### src/rtl/ssh_pkg.sv
package ssh_pkg;
    localparam int CODE_W = 2;

    typedef enum logic [CODE_W-1:0] {
        EV_NONE = 2'd0,
        EV_DBG  = 2'd1,
        EV_NMI  = 2'd2,
        EV_IRQ  = 2'd3
    } ev_code_t;

    typedef struct packed {
        logic valid;
        logic ss_write;
        logic if_clear;
        logic if_set;
        logic handler_entry;
        logic dbg_trap;
    } retire_t;

    function automatic logic next_if(input logic cur, input retire_t r);
        logic v;
        v = cur;
        if (r.valid && r.if_set) v = 1'b1;
        if (r.valid && (r.if_clear || r.handler_entry)) v = 1'b0;
        return v;
    endfunction
endpackage

### src/rtl/ssh_window.sv
module ssh_window
    import ssh_pkg::*;
(
    input  logic    clk,
    input  logic    rst,
    input  retire_t ret,
    output logic    arm,
    output logic    window_q,
    output logic    if_next,
    output logic    if_q
);
    assign arm     = ret.valid && ret.ss_write && !window_q;
    assign if_next = next_if(if_q, ret);

    always_ff @(posedge clk) begin
        if (rst) begin
            window_q <= 1'b0;
            if_q     <= 1'b0;
        end else if (ret.valid) begin
            window_q <= arm;
            if_q     <= if_next;
        end
    end

    AST_SHADOW_ONE_BOUNDARY: assert property (@(posedge clk) disable iff (rst)
        (window_q && ret.valid) |=> !window_q);
endmodule

### src/rtl/ssh_pending.sv
module ssh_pending
    import ssh_pkg::*;
(
    input  logic    clk,
    input  logic    rst,
    input  retire_t ret,
    input  logic    nmi_pulse,
    input  logic    arm,
    input  logic    take_dbg,
    input  logic    take_nmi,
    output logic    dbg_now,
    output logic    nmi_now,
    output logic    held_dbg
);
    logic dbg_q;
    logic nmi_q;
    logic held_q;

    assign dbg_now  = dbg_q || (ret.valid && ret.dbg_trap);
    assign nmi_now  = nmi_q || nmi_pulse;
    assign held_dbg = held_q;

    always_ff @(posedge clk) begin
        if (rst) begin
            dbg_q  <= 1'b0;
            nmi_q  <= 1'b0;
            held_q <= 1'b0;
        end else begin
            dbg_q <= dbg_now && !take_dbg;
            nmi_q <= nmi_now && !take_nmi;
            if (take_dbg)
                held_q <= 1'b0;
            else if (arm && ret.dbg_trap)
                held_q <= 1'b1;
        end
    end

    AST_NMI_KEPT: assert property (@(posedge clk) disable iff (rst)
        (nmi_pulse && !take_nmi) |=> nmi_q);
endmodule

### src/rtl/ssh_arbiter.sv
module ssh_arbiter
    import ssh_pkg::*;
(
    input  logic     boundary,
    input  logic     dbg_now,
    input  logic     nmi_now,
    input  logic     irq_level,
    input  logic     if_next,
    output ev_code_t code,
    output logic     take_dbg,
    output logic     take_nmi
);
    always_comb begin
        code = EV_NONE;
        if (boundary) begin
            if (dbg_now)                code = EV_DBG;
            else if (nmi_now)           code = EV_NMI;
            else if (irq_level && if_next) code = EV_IRQ;
        end
        take_dbg = (code == EV_DBG);
        take_nmi = (code == EV_NMI);
    end
endmodule

### src/rtl/ssh_top.sv
module ssh_top
    import ssh_pkg::*;
(
    input  logic              clk,
    input  logic              rst,
    input  logic              ret_valid,
    input  logic              ret_ss_write,
    input  logic              ret_if_clear,
    input  logic              ret_if_set,
    input  logic              ret_handler_entry,
    input  logic              ret_dbg_trap,
    input  logic              irq_level,
    input  logic              nmi_pulse,
    output logic              dlv_valid,
    output logic [CODE_W-1:0] dlv_code,
    output logic              dlv_late_dbg
);
    retire_t  ret;
    logic     arm, window_q, if_next, if_q;
    logic     dbg_now, nmi_now, held_dbg;
    logic     take_dbg, take_nmi, boundary;
    ev_code_t code;

    assign ret = '{valid: ret_valid, ss_write: ret_ss_write, if_clear: ret_if_clear,
                   if_set: ret_if_set, handler_entry: ret_handler_entry,
                   dbg_trap: ret_dbg_trap};
    assign boundary = ret_valid && !arm;

    ssh_window u_window (
        .clk(clk), .rst(rst), .ret(ret),
        .arm(arm), .window_q(window_q), .if_next(if_next), .if_q(if_q)
    );

    ssh_pending u_pending (
        .clk(clk), .rst(rst), .ret(ret), .nmi_pulse(nmi_pulse), .arm(arm),
        .take_dbg(take_dbg), .take_nmi(take_nmi),
        .dbg_now(dbg_now), .nmi_now(nmi_now), .held_dbg(held_dbg)
    );

    ssh_arbiter u_arbiter (
        .boundary(boundary), .dbg_now(dbg_now), .nmi_now(nmi_now),
        .irq_level(irq_level), .if_next(if_next),
        .code(code), .take_dbg(take_dbg), .take_nmi(take_nmi)
    );

    always_ff @(posedge clk) begin
        if (rst) begin
            dlv_valid    <= 1'b0;
            dlv_code     <= EV_NONE;
            dlv_late_dbg <= 1'b0;
        end else begin
            dlv_valid    <= (code != EV_NONE);
            dlv_code     <= code;
            dlv_late_dbg <= (code == EV_DBG) && held_dbg && ret_handler_entry;
        end
    end

    AST_SHADOW_SILENT: assert property (@(posedge clk) disable iff (rst)
        (ret_valid && ret_ss_write && !window_q) |=> !dlv_valid);
    AST_IDLE_SILENT: assert property (@(posedge clk) disable iff (rst)
        !ret_valid |=> !dlv_valid);
    AST_IRQ_NEEDS_IF: assert property (@(posedge clk) disable iff (rst)
        (dlv_valid && dlv_code == EV_IRQ) |-> if_q);
    AST_LATE_IS_DBG: assert property (@(posedge clk) disable iff (rst)
        dlv_late_dbg |-> (dlv_valid && dlv_code == EV_DBG));
    AST_HELD_DBG_RELEASED: assert property (@(posedge clk) disable iff (rst)
        (held_dbg && ret_valid) |=> (dlv_valid && dlv_code == EV_DBG));
endmodule

### config.mk
export PLATFORM = sky130hd
export DESIGN_NAME = ssh_top
export DESIGN_NICKNAME = d
export VERILOG_FILES = /design/src/rtl/ssh_pkg.sv /design/src/rtl/ssh_window.sv /design/src/rtl/ssh_pending.sv /design/src/rtl/ssh_arbiter.sv /design/src/rtl/ssh_top.sv
export SDC_FILE = /design/constraint.sdc
export NUM_CORES = 1
export LEC_CHECK = 0
export BUFFER_PORTS_ARGS = -buffer_cell sky130_fd_sc_hd__buf_2
export CAP_MARGIN = 0
export CORE_AREA = 2 2 39 41
export CTS_BUF_LIST = sky130_fd_sc_hd__clkbuf_16
export CTS_CLUSTER_SIZE = 10
export DETAILED_ROUTE_END_ITERATION = 16
export DIE_AREA = 0 0 41 43
export PLACE_DENSITY = 0.52
export RECOVER_POWER = 25
export SYNTH_ARGS = -nofsm -noshare
export SYNTH_HDL_FRONTEND = slang
export SYNTH_SLANG_ARGS = --single-unit
### constraint.sdc
create_clock -name clk -period 1.1 [get_ports clk]
set_input_delay 0.22 -clock clk [delete_from_list [all_inputs] [get_ports clk]]
set_output_delay 0.22 -clock clk [all_outputs]
set_load 0.03 [all_outputs]
==> qor.yml, run 1 <==
firstDrtPassIters: 2
slowest_stage: "or3b_4"
post-cts-setup-buffers: 0
critPathRequiredTime_ns: 1.26
area_growth_syn_to_layout_pct: 58.2
power_w: 0.00108
setup_ws_ns: 0.0753
setup.worst_path.start_class: "flop"
layout_common_cells: "13 x buf_2, 8 x dfxtp_1, 4 x nor2_1"
wl_per_cell_um: 10.4
slew_violations: 0
worst_path_largest_cell_delay_ns: 0.39
grt_max_degree: 10
fin_crit_ns: 1.02
regArea_um2: 181
irDropWorstVdd_uv: 1080
hold_violations: 0
die_area_um2: 1760
end_kind: "flop"
drive_gt1_share_pct: 42.9
antenna_found_initial: 0
synthesis.instances: 35
clk_latency_ns: 0.23
syn_avg_cell_area_um2: 9.58
ys_warn_count: 0
ant_nets: 0
setup_viol: 0
crit_start: "u_window.window_q"
path_clk_slew_ns: 0.04
vias: 312
row_count: 14
routabilityCongestion: 0.710
cts_buffers: 3
fillers: 146
drt_iter0_drc: 2
max_cap_viol_count: 0
hold_class: "in -> reg"
grt_overflow: 0
min_from: "ret_handler_entry"
critical_path_class: "reg -> reg"
clock_sinks: 9
numPortBuffers: 13
fmax_mhz: 976
multiInputGateArea_um2: 151
die-width_um: 41
fin_nets: 67
cp.arrival_ns: 1.18
yosysUniqueCellTypes: 17
dp_slack_ns: -0.0148
htreeDepth: 1
slew_headroom_pct: 72.7
grt_pass1_vias: 303
tns_ns: 0
synth_seq_cells: 9
cellLeakagePower_nw: 0.253
ctsLongestPathBuffers: 2
final.setup_skew_ns: 0.000592
grt_usage_pct: 11.2
cts_tree: "built"
crit_buf_inv: 0
final_common_cell: "buf_2"
drt_wl_total_um: 752
path_delay_family: "simple AND/OR/NAND/NOR gates"
worstPathCellList: "nor2b_1 > or3b_4 > a211oi_2"
worstReg2RegStart: "u_window.window_q"
rsz0062_at_grt: "no"
die_h_um: 43
synth_area_um2: 335
io_pins: 14
num_antenna_cells: 0
min_period_over_period_pct: 93.2
cts-root-buf: "clkbuf_16"
syn_nets: 45
tightest_slew_ns: 0.410
drc: 0
seq_area_frac_synth_pct: 53.7
place.detailed.hpwl_um: 546
powerDensity_nw_per_um2: 2040
grt_pass1_wl_um: 1170
avgViaCountPerCell: 4.33
hold_buffers: 0
coreArea_um2: 1380
initial_core_util_pct: 24.2
outcome: "finished clean"
crit_fanout: 4
## what timing repair did
item / CTS / global route
endpoints found under the setup margin: 0 / 1
endpoints found under the hold margin: 0 / 0
gates resized for setup: 0 / 1
## registers in the layout, summed over array words and instances (netlist names)
register / cells
u_pending.held_dbg: 1
dlv_code: 2
dlv_late_dbg: 1
u_window.if_q: 1
u_pending.dbg_q: 1
u_pending.nmi_q: 1
dlv_valid: 1
u_window.window_q: 1
## cell type report
cell class / count / share of cell area (%)
Tap cell: 16 / 3.77
Timing Repair Buffer: 17 / 17.9
Multi-Input combinational cell: 25 / 28.5
Sequential cell: 9 / 34.2
Clock buffer: 3 / 14.2
Inverter: 1 / 0.708
Clock inverter: 1 / 0.708
## per-layer routing
| layer | up-vias | GRT usage [%] | wire length, µm |
|---|---|---|---|
| met5 | - | 0 | 0 |
| met4 | 0 | 14.0 | 44 |
| met3 | 4 | 4.71 | 85 |
| met2 | 13 | 14.4 | 289 |
| met1 | 129 | 11.4 | 332 |
| li1 | 166 | - | - |
## cell usage after synthesis
cell type,instances,area (µm²)
o21ai_0,2,10.0
dfxtp_1,9,180
mux2_2,1,11.3
nand3_1,1,5.00
or3b_4,1,11.3
nand2_1,3,11.3
nor2_1,4,15.0
nand4_1,1,6.26
a21o_1,2,15.0
a31oi_1,1,6.26
a22oi_1,1,7.51
inv_1,1,3.75
a211oi_2,1,12.5
nor2b_1,2,12.5
a211oi_1,1,7.51
a21oi_1,2,10.0
nor3_1,2,10.0
## tightest hold or removal path, delay by kind of cell
kind | cells | cell delay [ns]
buf+inv | 1 | 0.11
simple gates | 2 | 0.09
## worst paths after layout
path                  end  slack [ns]  cells past startpoint
min reg2reg  dlv_late_dbg        0.45                      2
min          dlv_late_dbg        0.23                      3
max           dlv_code[1]        0.08                      3
max reg2reg   dlv_code[1]        0.08                      3
## through the flow
step                      cells  cell area, µm²  hold slack, ns  utilization (%)
after floorplan              35             335           0.292                -
after global placement       68             450           0.449             32.5
after detailed placement     68             450           0.450             32.5
after CTS                    72             529           0.231             38.2
after global routing         72             531           0.256             38.3
final                        72             531           0.231             38.3
## power breakdown
group | internal [W] | total (W) | switching [W]
clock | 0.000475 | 0.000632 | 0.000157
combinational | 0.0000489 | 0.000102 | 0.0000527
sequential | 0.000344 | 0.000350 | 0.00000573
total | 0.000868 | 0.00108 | 0.000215
## cell families (layout without fill, tap and decap cells)
kind of cell	after synthesis	count (layout)	share of synthesized area, %
and+or+nand+nor	14	14	21.3
AOI/OAI and AO/OA	10	10	20.5
DFF	9	9	53.7
muxes	1	1	3.36
buffers and inverters	1	22	1.12
Power figures use the tool's default switching activity.
==> run 2, diff against run 1 <==
Settings changed: CAP_MARGIN 0 to 40, PLACE_DENSITY 0.52 to 0.54, SETUP_SLACK_MARGIN set to 0.3, SYNTH_HIERARCHICAL set to 1.
==> run 2 against run 1 <==
  * The run now ends with negative setup slack left
  * Clock skew hardly changed
  * Combinational power is 54% higher
  * Sequential power barely moved
  * Register-to-register slack worse by 0.35 ns
  * Cell count is 5.6% higher
  * Synthesized area up 5.6%
  * Sequential cell count unchanged
  * Critical path depth grew 3
  * Utilization increased by 8.7 points
  * Power grew 4.4%
  * Largest cell class is now multi-input gates
==> qor.yml, run 2 <==
tns_ns: -0.922  # -0.922 ns
yosysUniqueCellTypes: 17  # unchanged
cts_buffers: 3  # unchanged
outcome: "complete, but fails checks"
power_switching_w: 0.000221  # +2.6%
cp.arrival_ns: 1.49  # +0.31 ns
regMostFlops: "dlv_code"
met2_usage_pct: 15.9  # +1.6 points
r2r_slack_ns: -0.27  # -0.35 ns
powerDensity_nw_per_um2: 1740  # -15%
coreArea_um2: 1380  # unchanged
num_antenna_cells: 0  # unchanged
fmax_mhz: 728  # -25%
crit_fanout: 4  # unchanged
final_common_cell: "buf_2"
die_area_um2: 1760  # unchanged
use_met1_pct: 11.9  # +0.50 points
critPathRequiredTime_ns: 1.22  # -0.04 ns
p_int_w: 0.000910  # +4.9%
fin_nets: 71  # +6.0%
grt.busiest_layer: "met2"
setup.worst_path.start_class: "flop"
min_from: "ret_if_clear"
fillers: 132  # -9.6%
worstPathCellList: "and3b_1 > nor2b_2 > and2_4 > a41o_1 > nor2b_4 > and4b_1"
drc: 0  # unchanged
regArea_um2: 184  # +1.4%
fin_hold_ws_ns: 0.276  # +0.0447 ns
synthTopCellsByArea: "dfxtp_1 51%, nor3b_1 8.5%, a21oi_1 4.2%"
clk_latency_ns: 0.23  # about the same
path_clk_slew_ns: 0.04  # about the same
tightest_slew_ns: 0.245  # -0.165 ns
drt_wl_total_um: 739  # -1.7%
final.setup_skew_ns: 0.000661  # +0.0000691 ns
end_kind: "flop"
synthTopCellsByCount: "9 x dfxtp_1, 4 x nor3b_1, 3 x a21oi_1, 3 x nor2_1"
hold_class: "in -> reg"
fin_crit_ns: 1.37  # +0.348 ns
multiInputGateArea_um2: 199  # +31%
wl_per_cell_um: 9.72  # -6.9%
firstDrtPassIters: 2  # unchanged
synth_edf_count: 0  # unchanged
syn_nets: 44  # -2.2%
drive_gt1_share_pct: 60.0  # +17 points
hold_violations: 0  # unchanged
worstReg2RegStart: "u_window/window_q"
crit_start: "u_window/window_q"
synth.most_common_cell: "dfxtp_1"
htreeDepth: 1  # unchanged
violations: "negative setup slack"
drt_iter0_drc: 1  # -1
synth_area_um2: 354  # +5.6%
place.detailed.hpwl_um: 533  # -2.5%
rsz0062_at_grt: "yes"
synth_seq_cells: 9  # unchanged
clock_sinks: 9  # unchanged
ys.flop_type: "dfxtp_1"
seq_power_share_pct: 31.2  # -1.1 points
cts_tree: "built"
dp_slack_ns: -0.264  # -0.249 ns
synth_adder_area_share_pct: 0  # unchanged
cts-root-buf: "clkbuf_16"
synth.top_cell.area_share_pct: 50.9  # -2.8 points
synthSimpleGateAreaFrac_pct: 33.6  # +12 points
die-width_um: 41  # unchanged
ant_nets: 0  # unchanged
path_delay_family: "simple AND/OR/NAND/NOR gates"
row_count: 14  # unchanged
initial_core_util_pct: 25.6  # +1.4 points
slew_violations: 0  # unchanged
gr-usage-met3_pct: 7.85  # +3.1 points
antenna_found_initial: 0  # unchanged
grt_overflow: 0  # unchanged
synth_xor_area_share_pct: 0  # unchanged
grt_max_degree: 9  # -1
grt_usage_pct: 11.0  # -0.25 points
irDropWorstVdd_uv: 1550  # +43%
ctsLongestPathBuffers: 2  # unchanged
syn_avg_cell_area_um2: 10.4  # +8.7%
critical_path_class: "reg -> reg"
routabilityCongestion: 0.753  # +6.0%
setup_viol: 6  # +6
sw_frac_of_total_pct: 19.5  # -0.35 points
area_growth_syn_to_layout_pct: 83.7
async_flop_share_pct: 0  # unchanged
synth_top_family_by_area: "simple AND/OR/NAND/NOR gates"
avgViaCountPerCell: 4.33  # -0.10%
slowest_stage: "dfxtp_1"
synth_mux_area_share_pct: 0  # -3.4 points
power_frac_clock_pct: 54.9  # -3.4 points
grt_pass1_wl_um: 1210  # +3.5%
cellLeakagePower_nw: 0.323  # +28%
synth_largest_area_cell: "dfxtp_1"
vias: 329  # +5.4%
ys_warn_count: 6  # +6
layout_common_cells: "9 x buf_2, 7 x buf_4, 6 x dfxtp_1, 6 x buf_6"
die_h_um: 43  # unchanged
largest_register_ff_count: 2  # unchanged
hold_buffers: 0  # unchanged
min_period_over_period_pct: 125  # +32 points
synth_compound_area_share_pct: 14.5  # -6.0 points
setup_ws_ns: -0.273  # -0.348 ns
io_pins: 14  # unchanged
synthesis.instances: 34  # -2.9%
grt_pass1_vias: 302  # -0.33%
worst_path_largest_cell_delay_ns: 0.29  # -0.10 ns
max_cap_viol_count: 0  # unchanged
crit_buf_inv: 0  # unchanged
seq_area_frac_synth_pct: 50.9  # -2.8 points
numPortBuffers: 13  # unchanged
p_comb_share_pct: 13.9  # +4.5 points
slew_headroom_pct: 83.7  # +11 points
## run 2: cell types whose count changed after synthesis, sizes merged, moves of 2 or more
cell	before	now
a211oi	2	0
nand2	3	0
nor3b	0	4
o21ai	2	0
## run 2: final timing paths
path / end / cells after the start
max: dlv_late_dbg / 6
min: u_window/if_q / 3
max reg2reg: dlv_late_dbg / 6
min reg2reg: u_window/if_q / 2
## run 2: power groups by stage
stage / Combinational (W) / Sequential [W] / Clock (W)
after floorplan: 0.0000580 / 0.000368 / 0
after global placement: 0.000130 / 0.000355 / 0
after detailed placement: 0.000130 / 0.000355 / 0
after CTS: 0.000149 / 0.000353 / 0.000636
after global routing: 0.000173 / 0.000354 / 0.000661
final: 0.000157 / 0.000352 / 0.000621
## run 2: logic make-up after synthesis
logic type,count (synthesis)
flip-flops,9
AND/OR/NAND/NOR,17
buffers and inverters,1
AO/OA/AOI/OAI,7
## run 2: cell type report
cell class | count | area share, %
multi-input combinational | 24 | 30.6
sequential | 9 | 28.3
timing repair buffer | 22 | 25.4
clock buffer | 3 | 11.5
tap | 16 | 3.08
clock inverter | 1 | 0.577
inverter | 1 | 0.577
## run 2: repair_timing
item | in CTS | in global routing
resized for setup | 14 | 2
gates cloned | 0 | 0
pin swaps | 3 | 3
endpoints found under the setup margin | 12 | 12
buffers inserted | 2 | 1
## run 2: routing by layer
layer | part of all wire (%) | up-vias
met5 | 0 | -
met4 | 0 | 0
met3 | 7.6 | 0
met2 | 53 | 10
met1 | 39 | 148
li1 | - | 171
## run 2: per-stage QoR
step	utilization [%]	area (µm²)	total power [W]	cells
floorplan	-	367	0.000426	34
global placement	35.9	497	0.000485	69
detailed placement	35.9	497	0.000485	69
CTS	45.7	632	0.00114	75
global route	47.0	651	0.00119	76
finish	47.0	651	0.00113	76
## run 2: worst register-to-register path: cells and delay by family (launching register included)
kind | cells | cell delay, ns
compound gates | 1 | 0.22
flops | 1 | 0.29
simple gates | 5 | 0.75
